### src/rtl/syn_pkg.sv
package syn_pkg;

    typedef enum logic [1:0] {
        STEP_HOLD = 2'd0,
        STEP_UP   = 2'd1,
        STEP_DOWN = 2'd2
    } step_e;

    // correlation bit: 1 means +1, 0 means -1
    typedef struct packed {
        logic free_c;
        logic clamp_c;
    } corr_t;

endpackage

### src/rtl/syn_corr_latch.sv
module syn_corr_latch
    import syn_pkg::*;
(
    input  logic  clk,
    input  logic  rst_n,
    input  logic  pre_state,
    input  logic  post_state,
    input  logic  free_cap,
    input  logic  clamp_cap,
    output step_e step
);

    corr_t corr_d, corr_q;
    logic  prod;

    always_comb begin
        prod   = ~(pre_state ^ post_state);
        corr_d = corr_q;
        if (free_cap)  corr_d.free_c  = prod;
        if (clamp_cap) corr_d.clamp_c = prod;
    end

    always_ff @(posedge clk or negedge rst_n) begin
        if (!rst_n) corr_q <= '0;
        else        corr_q <= corr_d;
    end

    always_comb begin
        if (corr_q.clamp_c == corr_q.free_c) step = STEP_HOLD;
        else if (corr_q.clamp_c)             step = STEP_UP;
        else                                 step = STEP_DOWN;
    end

    AST_CAPTURE_HOLDS_STEP: assert property (@(posedge clk) disable iff (!rst_n)
        (!free_cap && !clamp_cap) |=> $stable(step)) else $error("latch moved");

endmodule

### src/rtl/syn_weight_step.sv
module syn_weight_step
    import syn_pkg::*;
#(
    parameter int MAG_W = 4
) (
    input  logic             sign_i,
    input  logic [MAG_W-1:0] mag_i,
    input  step_e            step,
    output logic             sign_o,
    output logic [MAG_W-1:0] mag_o
);

    localparam logic [MAG_W-1:0] MAG_MAX = {MAG_W{1'b1}};
    localparam logic [MAG_W-1:0] MAG_ONE = {{(MAG_W-1){1'b0}}, 1'b1};

    logic grow;    // step moves away from zero
    logic at_zero;

    always_comb begin
        at_zero = (mag_i == '0);
        grow    = (step == STEP_UP   && !sign_i) ||
                  (step == STEP_DOWN &&  sign_i);
        sign_o  = sign_i;
        mag_o   = mag_i;
        case (step)
            STEP_HOLD: begin
                sign_o = sign_i;
                mag_o  = mag_i;
            end
            default: begin
                if (at_zero) begin
                    sign_o = (step == STEP_DOWN);
                    mag_o  = MAG_ONE;
                end else if (grow) begin
                    if (mag_i != MAG_MAX) mag_o = mag_i + MAG_ONE;
                end else begin
                    mag_o = mag_i - MAG_ONE;
                    if (mag_o == '0) sign_o = 1'b0;
                end
            end
        endcase
    end

endmodule

### src/rtl/syn_dir_gate.sv
module syn_dir_gate #(
    parameter int MAG_W = 4
) (
    input  logic             en,
    input  logic             sign_i,
    input  logic [MAG_W-1:0] mag_i,
    output logic             sign_o,
    output logic [MAG_W-1:0] mag_o
);

    always_comb begin
        sign_o = en & sign_i;
        mag_o  = en ? mag_i : '0;
    end

endmodule

### src/rtl/adaptive_synapse.sv
module adaptive_synapse
    import syn_pkg::*;
#(
    parameter int MAG_W = 4
) (
    input  logic             clk,
    input  logic             rst_n,
    input  logic             pre_state,
    input  logic             post_state,
    input  logic             free_cap,
    input  logic             clamp_cap,
    input  logic             adjust,
    input  logic             wr_en,
    input  logic             wr_sign,
    input  logic [MAG_W-1:0] wr_mag,
    input  logic             fwd_en,
    input  logic             rev_en,
    output logic             w_sign,
    output logic [MAG_W-1:0] w_mag,
    output logic             fwd_sign,
    output logic [MAG_W-1:0] fwd_mag,
    output logic             rev_sign,
    output logic [MAG_W-1:0] rev_mag
);

    localparam int N_DIR  = 2;
    localparam int MAX_SV = (1 << MAG_W) - 1;

    typedef struct packed {
        logic             sign;
        logic [MAG_W-1:0] mag;
    } wt_t;

    wt_t   w_d, w_q, stepped;
    step_e step;

    syn_corr_latch u_corr (
        .clk        (clk),
        .rst_n      (rst_n),
        .pre_state  (pre_state),
        .post_state (post_state),
        .free_cap   (free_cap),
        .clamp_cap  (clamp_cap),
        .step       (step)
    );

    syn_weight_step #(.MAG_W(MAG_W)) u_step (
        .sign_i (w_q.sign),
        .mag_i  (w_q.mag),
        .step   (step),
        .sign_o (stepped.sign),
        .mag_o  (stepped.mag)
    );

    always_comb begin
        w_d = w_q;
        if (wr_en) begin
            w_d.sign = wr_sign && (wr_mag != '0);
            w_d.mag  = wr_mag;
        end else if (adjust) begin
            w_d = stepped;
        end
    end

    always_ff @(posedge clk or negedge rst_n) begin
        if (!rst_n) w_q <= '0;
        else        w_q <= w_d;
    end

    assign w_sign = w_q.sign;
    assign w_mag  = w_q.mag;

    // direction gating: index 0 forward, index 1 reverse
    logic [N_DIR-1:0]             dir_en;
    logic [N_DIR-1:0]             dir_sign;
    logic [N_DIR-1:0][MAG_W-1:0]  dir_mag;

    assign dir_en = {rev_en, fwd_en};

    for (genvar g = 0; g < N_DIR; g++) begin : g_dir
        syn_dir_gate #(.MAG_W(MAG_W)) u_gate (
            .en     (dir_en[g]),
            .sign_i (w_q.sign),
            .mag_i  (w_q.mag),
            .sign_o (dir_sign[g]),
            .mag_o  (dir_mag[g])
        );
    end

    assign fwd_sign = dir_sign[0];
    assign fwd_mag  = dir_mag[0];
    assign rev_sign = dir_sign[1];
    assign rev_mag  = dir_mag[1];

    int sv_q;
    always_comb sv_q = w_q.sign ? -int'(w_q.mag) : int'(w_q.mag);

    AST_NO_NEG_ZERO: assert property (@(posedge clk) disable iff (!rst_n)
        !(w_q.sign && w_q.mag == '0)) else $error("negative zero");
    AST_IDLE_HOLD: assert property (@(posedge clk) disable iff (!rst_n)
        (!adjust && !wr_en) |=> $stable(w_q)) else $error("weight drift");
    AST_STEP_LIMIT: assert property (@(posedge clk) disable iff (!rst_n)
        (adjust && !wr_en) |=> ((sv_q - $past(sv_q) <= 1) && (sv_q - $past(sv_q) >= -1)
                                && sv_q <= MAX_SV && sv_q >= -MAX_SV))
        else $error("step too large");
    AST_HOLD_ON_EQUAL: assert property (@(posedge clk) disable iff (!rst_n)
        (adjust && !wr_en && step == STEP_HOLD) |=> $stable(w_q))
        else $error("moved on equal");
    AST_WRITE_WINS: assert property (@(posedge clk) disable iff (!rst_n)
        wr_en |=> (w_q.mag == $past(wr_mag))) else $error("write lost");

endmodule

### config.mk
export PLATFORM = sky130hd
export DESIGN_NAME = adaptive_synapse
export DESIGN_NICKNAME = d
export VERILOG_FILES = /design/src/rtl/syn_pkg.sv /design/src/rtl/syn_corr_latch.sv /design/src/rtl/syn_weight_step.sv /design/src/rtl/syn_dir_gate.sv /design/src/rtl/adaptive_synapse.sv
export SDC_FILE = /design/constraint.sdc
export NUM_CORES = 1
export LEC_CHECK = 0
export BUFFER_PORTS_ARGS = -buffer_cell sky130_fd_sc_hd__clkbuf_2
export CAP_MARGIN = 0
export CELL_PAD_IN_SITES_DETAIL_PLACEMENT = 2
export CELL_PAD_IN_SITES_GLOBAL_PLACEMENT = 2
export CORE_ASPECT_RATIO = 0.5
export CORE_MARGIN = 2
export CORE_UTILIZATION = 24
export CTS_BUF_LIST = sky130_fd_sc_hd__clkbuf_4 sky130_fd_sc_hd__clkbuf_8
export DETAILED_ROUTE_END_ITERATION = 12
export PLACE_DENSITY_LB_ADDON = 0.1
export SYNTH_ARGS = -nofsm -noshare
export SYNTH_HDL_FRONTEND = slang
export SYNTH_HIERARCHICAL = 1
export SYNTH_SLANG_ARGS = --single-unit
export TNS_END_PERCENT = 20
### constraint.sdc
create_clock -name clk -period 1.92 [get_ports clk]
set_clock_uncertainty 0.05 [all_clocks]
set_input_delay 0.384 -clock clk [delete_from_list [all_inputs] [get_ports clk]]
set_output_delay 0.384 -clock clk [all_outputs]
set_load 0.1 [all_outputs]
After elaboration in Yosys (flattened, before gate mapping) --
Index checks and enable logic that the tools add are counted.
Storage, ports and cells: register bits after elaboration 7, bits of input ports 15, output and inout bits 15, logic and storage cells 44
Operators by class: add/sub/neg operators 2, eq/ne operators 7, multiplexer cells 14, bitwise logic cells 4, reductions and logical operators 13
Operator list (number):
- $mux W4 | 6
- $mux W5 | 2
- $logic_not A4 Y1 | 2
- $ne A4 B4 Y1 const B | 2
- $add A4 B1 Y4 const B | 1
- $mux W1 | 4
- $mux W2 | 2
- $reduce_and A4 Y1 | 1
- $reduce_bool A4 Y1 | 1
- $sub A4 B1 Y4 const B | 1
- $logic_and A1 B1 Y1 | 3
- $ne A3 B3 Y1 const B | 1
- $reduce_and A3 Y1 | 1
- $reduce_bool A3 Y1 | 1
- $and A1 B1 Y1 | 2
- $eq A2 B1 Y1 const B | 1
- $eq A2 B2 Y1 const B | 1
- $logic_not A2 Y1 | 1
- $ne A2 B2 Y1 const B | 1
- $reduce_bool A2 Y1 | 1
- $eq A1 B1 Y1 | 1
- $logic_not A1 Y1 | 1
- $logic_or A1 B1 Y1 | 1
- $not A1 Y1 | 1
- $xor A1 B1 Y1 | 1

Depth between registers and ports, before layout --
word-level depth 10, depth in mapped cells 8

By module --
The synthesis kept the hierarchy.
Modules (own cells, without submodules):
- syn_weight_step | times used 1, cells an instance 49, area an instance 332.8 µm², seq. area each 0.0 µm²
- adaptive_synapse | times used 1, cells an instance 23, area an instance 242.7 µm², seq. area each 125.1 µm²
- syn_corr_latch | times used 1, cells an instance 7, area an instance 93.8 µm², seq. area each 50.0 µm²
- syn_dir_gate | times used 2, cells an instance 5, area an instance 31.3 µm², seq. area each 0.0 µm²

Worst setup path before layout --
OpenSTA, ideal clock, no wires.
path type register -> register, start point register w_q (netlist bit w_mag[0]), end point register w_q (netlist bit w_mag[2]), setup time 78 ps, data arrival time 2308 ps, required time 1792 ps, path slack -516 ps, stages on the path, launching flop included 9, buffers on the path 0, clock period less this slack 2436 ps, cell sequence dfrtp_1 -> inv_1 -> ha_1 -> xnor2_1 -> o21ai_0 -> a21oi_1 -> o41ai_1 -> mux2i_1 -> o21ai_1
RTL lines:
- start: declaration | line adaptive_synapse.sv:34 | wt_t w_d, w_q, stepped;
- start signal: assignment | line adaptive_synapse.sv:67 | else w_q <= w_d;

==> metrics <==
Tightest Hold Check Type=in2reg; Net Count, Synth=107; post-layout minimum cycle time=1.89 ns; clock sinks=7; DR WL/cell=16.1 um; Initial Util=24.7%; Register-to-Register Path Depth=7; Hold Vio Cnt, Final=0; GR Overflow Total=0; TritonCTS clock tree=built; ys async rst share=100%; RSZ-0062 raised after global routing=yes; die width=82.1 um; final wirelength=2.83 mm; commonest non-fill, non-tap cell in the layout=buf_4; H-tree levels=1; Final ANT Viol Nets=0; final core occ=39.2%; drt via density=4.74; CP startpoint=w_mag[0]$_DFFE_PN0P_; number of port buffers=29; Clk Latency, worst-skew pair=0.23 ns; EDFF count, synth=0; routability cong.=0.877; Filler Cell Count=352; chip height=43.1 um; Synth Area in XOR/XNOR=2.39%; crit end category=flop; multiplexer area fraction after synthesis=15.6%; drt drc=0; synth warn=6; main combinational cell family by area after synthesis=simple AND/OR/NAND/NOR gates; Synth Area in Adders=5.13%; nets=155; outcome=finished, final reports clean; Clock Path Buffers=2; Power Dens Cells=1040 nW/um2; max-cap violation count=0; Pins Over Slew Limit=0; Initial DRT Pass Iterations=4; core box area=2960 um2; multi-input logic area=553 um2; Site Rows=14; drt first-iter violations=39; worst slew pin tran=0.557 ns; TNS Setup=0 ns; Worst R2R Start=w_mag[0]$_DFFE_PN0P_; DP Worst Slack=-0.137 ns; critical path peak fanout=6; largest net degree at the start of global routing=11; critical path required time=1.98 ns; Root Buffer=clkbuf_8; Unique masters post-synth=30; relative slew slack=63.1%; CP arrival=1.96 ns; Post-Synth Simple-Gate Area=26.2%; Worst VDD drop=0.000452 V; CP endpoint=w_mag[3]$_DFFE_PN0P_; Compound-Gate Fraction of Synth Area=20.9%; WS Path Type=reg2reg; GR Util All Layers=17.2%; register area share after synthesis=23.9%; top cell type's share of synthesized area=23.9%; initial antenna violation count=0; Hold Slack=0.341 ns; vias in the first global route=815; syn_area_per_cell=8.22 um2; die area=3530 um2; synthesized cell area=732 um2; Most used DFF post-synth=dfrtp_1; Mapped Cells=89; Reg clk slew, reported paths=0.04 ns; # IOs=30; via count=835; Post-DP HPWL=2.36 mm; fmax=0.528 GHz; R2R Path End=w_mag[3]$_DFFE_PN0P_; share of cells above drive strength 1=50.7%; Worst Slack Setup Final=0.0262 ns; area leader, netlist=dfrtp_1; most frequent cells in the layout=25 x buf_4, 20 x clkbuf_2, 8 x nand2_1, 8 x mux2i_1; number of CTS-inserted buffers=3; synth top area cells=dfrtp_1 24%, mux2i_1 11%, and2_1 8.5%; register bit count reported by yosys=7; crit share post-route=98.6%; Storage cell area=189 um2; Area growth syn-to-layout=58.6%; Final setup viols=0; leakage=0.000581 uW; first-pass GRT wire length=4.43 mm; Startpoint Class=flop; r2r setup slk=0.03 ns; # diodes=0
-- cells in the mapped netlist (2+ instances only) --
master / instances
and2_1: 10
mux2i_1: 8
nand2_1: 8
dfrtp_1: 7
inv_1: 6
nor2_1: 6
o21ai_1: 5
a21oi_1: 3
ha_1: 3
mux2_2: 3
nand3b_1: 3
nor2b_1: 3
o22ai_1: 3
a221o_1: 2
nand2b_1: 2
nand3_1: 2
xnor2_1: 2
-- critical path, stage by stage (launching register included) --
cell      delay, ns
dfrtp_4        0.51
ha_1           0.27
nor2b_1        0.12
mux2i_1        0.12
o32ai_1        0.35
a221oi_2       0.14
mux2i_1        0.15
o21ai_1        0.08
-- flip-flops by register name (all words and copies together) (netlist names) --
signal / flops
w_mag: 4
u_corr/corr_q: 2
w_sign: 1
-- logic make-up after synthesis --
family / count (synthesis)
adders and majority gates: 3
muxes: 11
and+or+nand+nor: 36
buffers and inverters: 9
DFF: 7
xor gates and xnor gates: 2
AOI/OAI and AO/OA: 21
-- final cells by class --
type / instances / area share (%)
well taps: 40 / 4.31
inverters: 6 / 1.94
clock buffers: 4 / 4.20
flip-flops and latches: 7 / 16.3
multi-input cells: 73 / 47.6
repair buffers: 46 / 25.6
-- where the power goes --
| group | total (uW) | internal [uW] | switching [uW] | leakage, uW |
|---|---|---|---|---|
| combinational | 768 | 260 | 507 | 0.000476 |
| clock | 224 | 158 | 66.3 | 0.0000262 |
| sequential | 219 | 178 | 40.8 | 0.0000785 |
-- per-stage QoR --
step | instances | power, uW | instance area, um2
floorplan | 89 | 723 | 757
global placement | 169 | 943 | 1050
detailed placement | 169 | 953 | 1050
CTS | 174 | 1190 | 1120
global route | 176 | 1280 | 1160
finish | 176 | 1210 | 1160
-- repair_timing --
item	4_1_cts	5_1_grt
pin swaps	0	5
setup endpoints to repair	4	4
setup buffers	0	2
resized for setup	3	6
hold endpoints to repair	7	0
hold buffers	1	0
-- worst min-delay path by stage --
stage / from / to / slack (ns) / cells after the start
after global routing: clamp_cap / u_corr/corr_q[0]$_DFFE_PN0P_ / 0.36 / 2
after detailed placement: rst_n / u_corr/corr_q[0]$_DFFE_PN0P_ / 0.18 / 1
after CTS: wr_mag[1] / w_mag[1]$_DFFE_PN0P_ / 0.34 / 3
final: wr_mag[1] / w_mag[1]$_DFFE_PN0P_ / 0.34 / 3
after floorplan: rst_n / u_corr/corr_q[0]$_DFFE_PN0P_ / 0.04 / 0
after global placement: rst_n / u_corr/corr_q[1]$_DFFE_PN0P_ / 0.18 / 1
-- routing by layer --
| layer | vias up | GRT usage [%] | wire length (um) |
|---|---|---|---|
| met5 | - | 0 | 0 |
| met4 | 0 | 2.00 | 11 |
| met3 | 2 | 3.19 | 59 |
| met2 | 10 | 23.1 | 1230 |
| met1 | 413 | 28.4 | 1530 |
| li1 | 410 | - | - |
No activity file was read; power rests on OpenSTA's default activity.
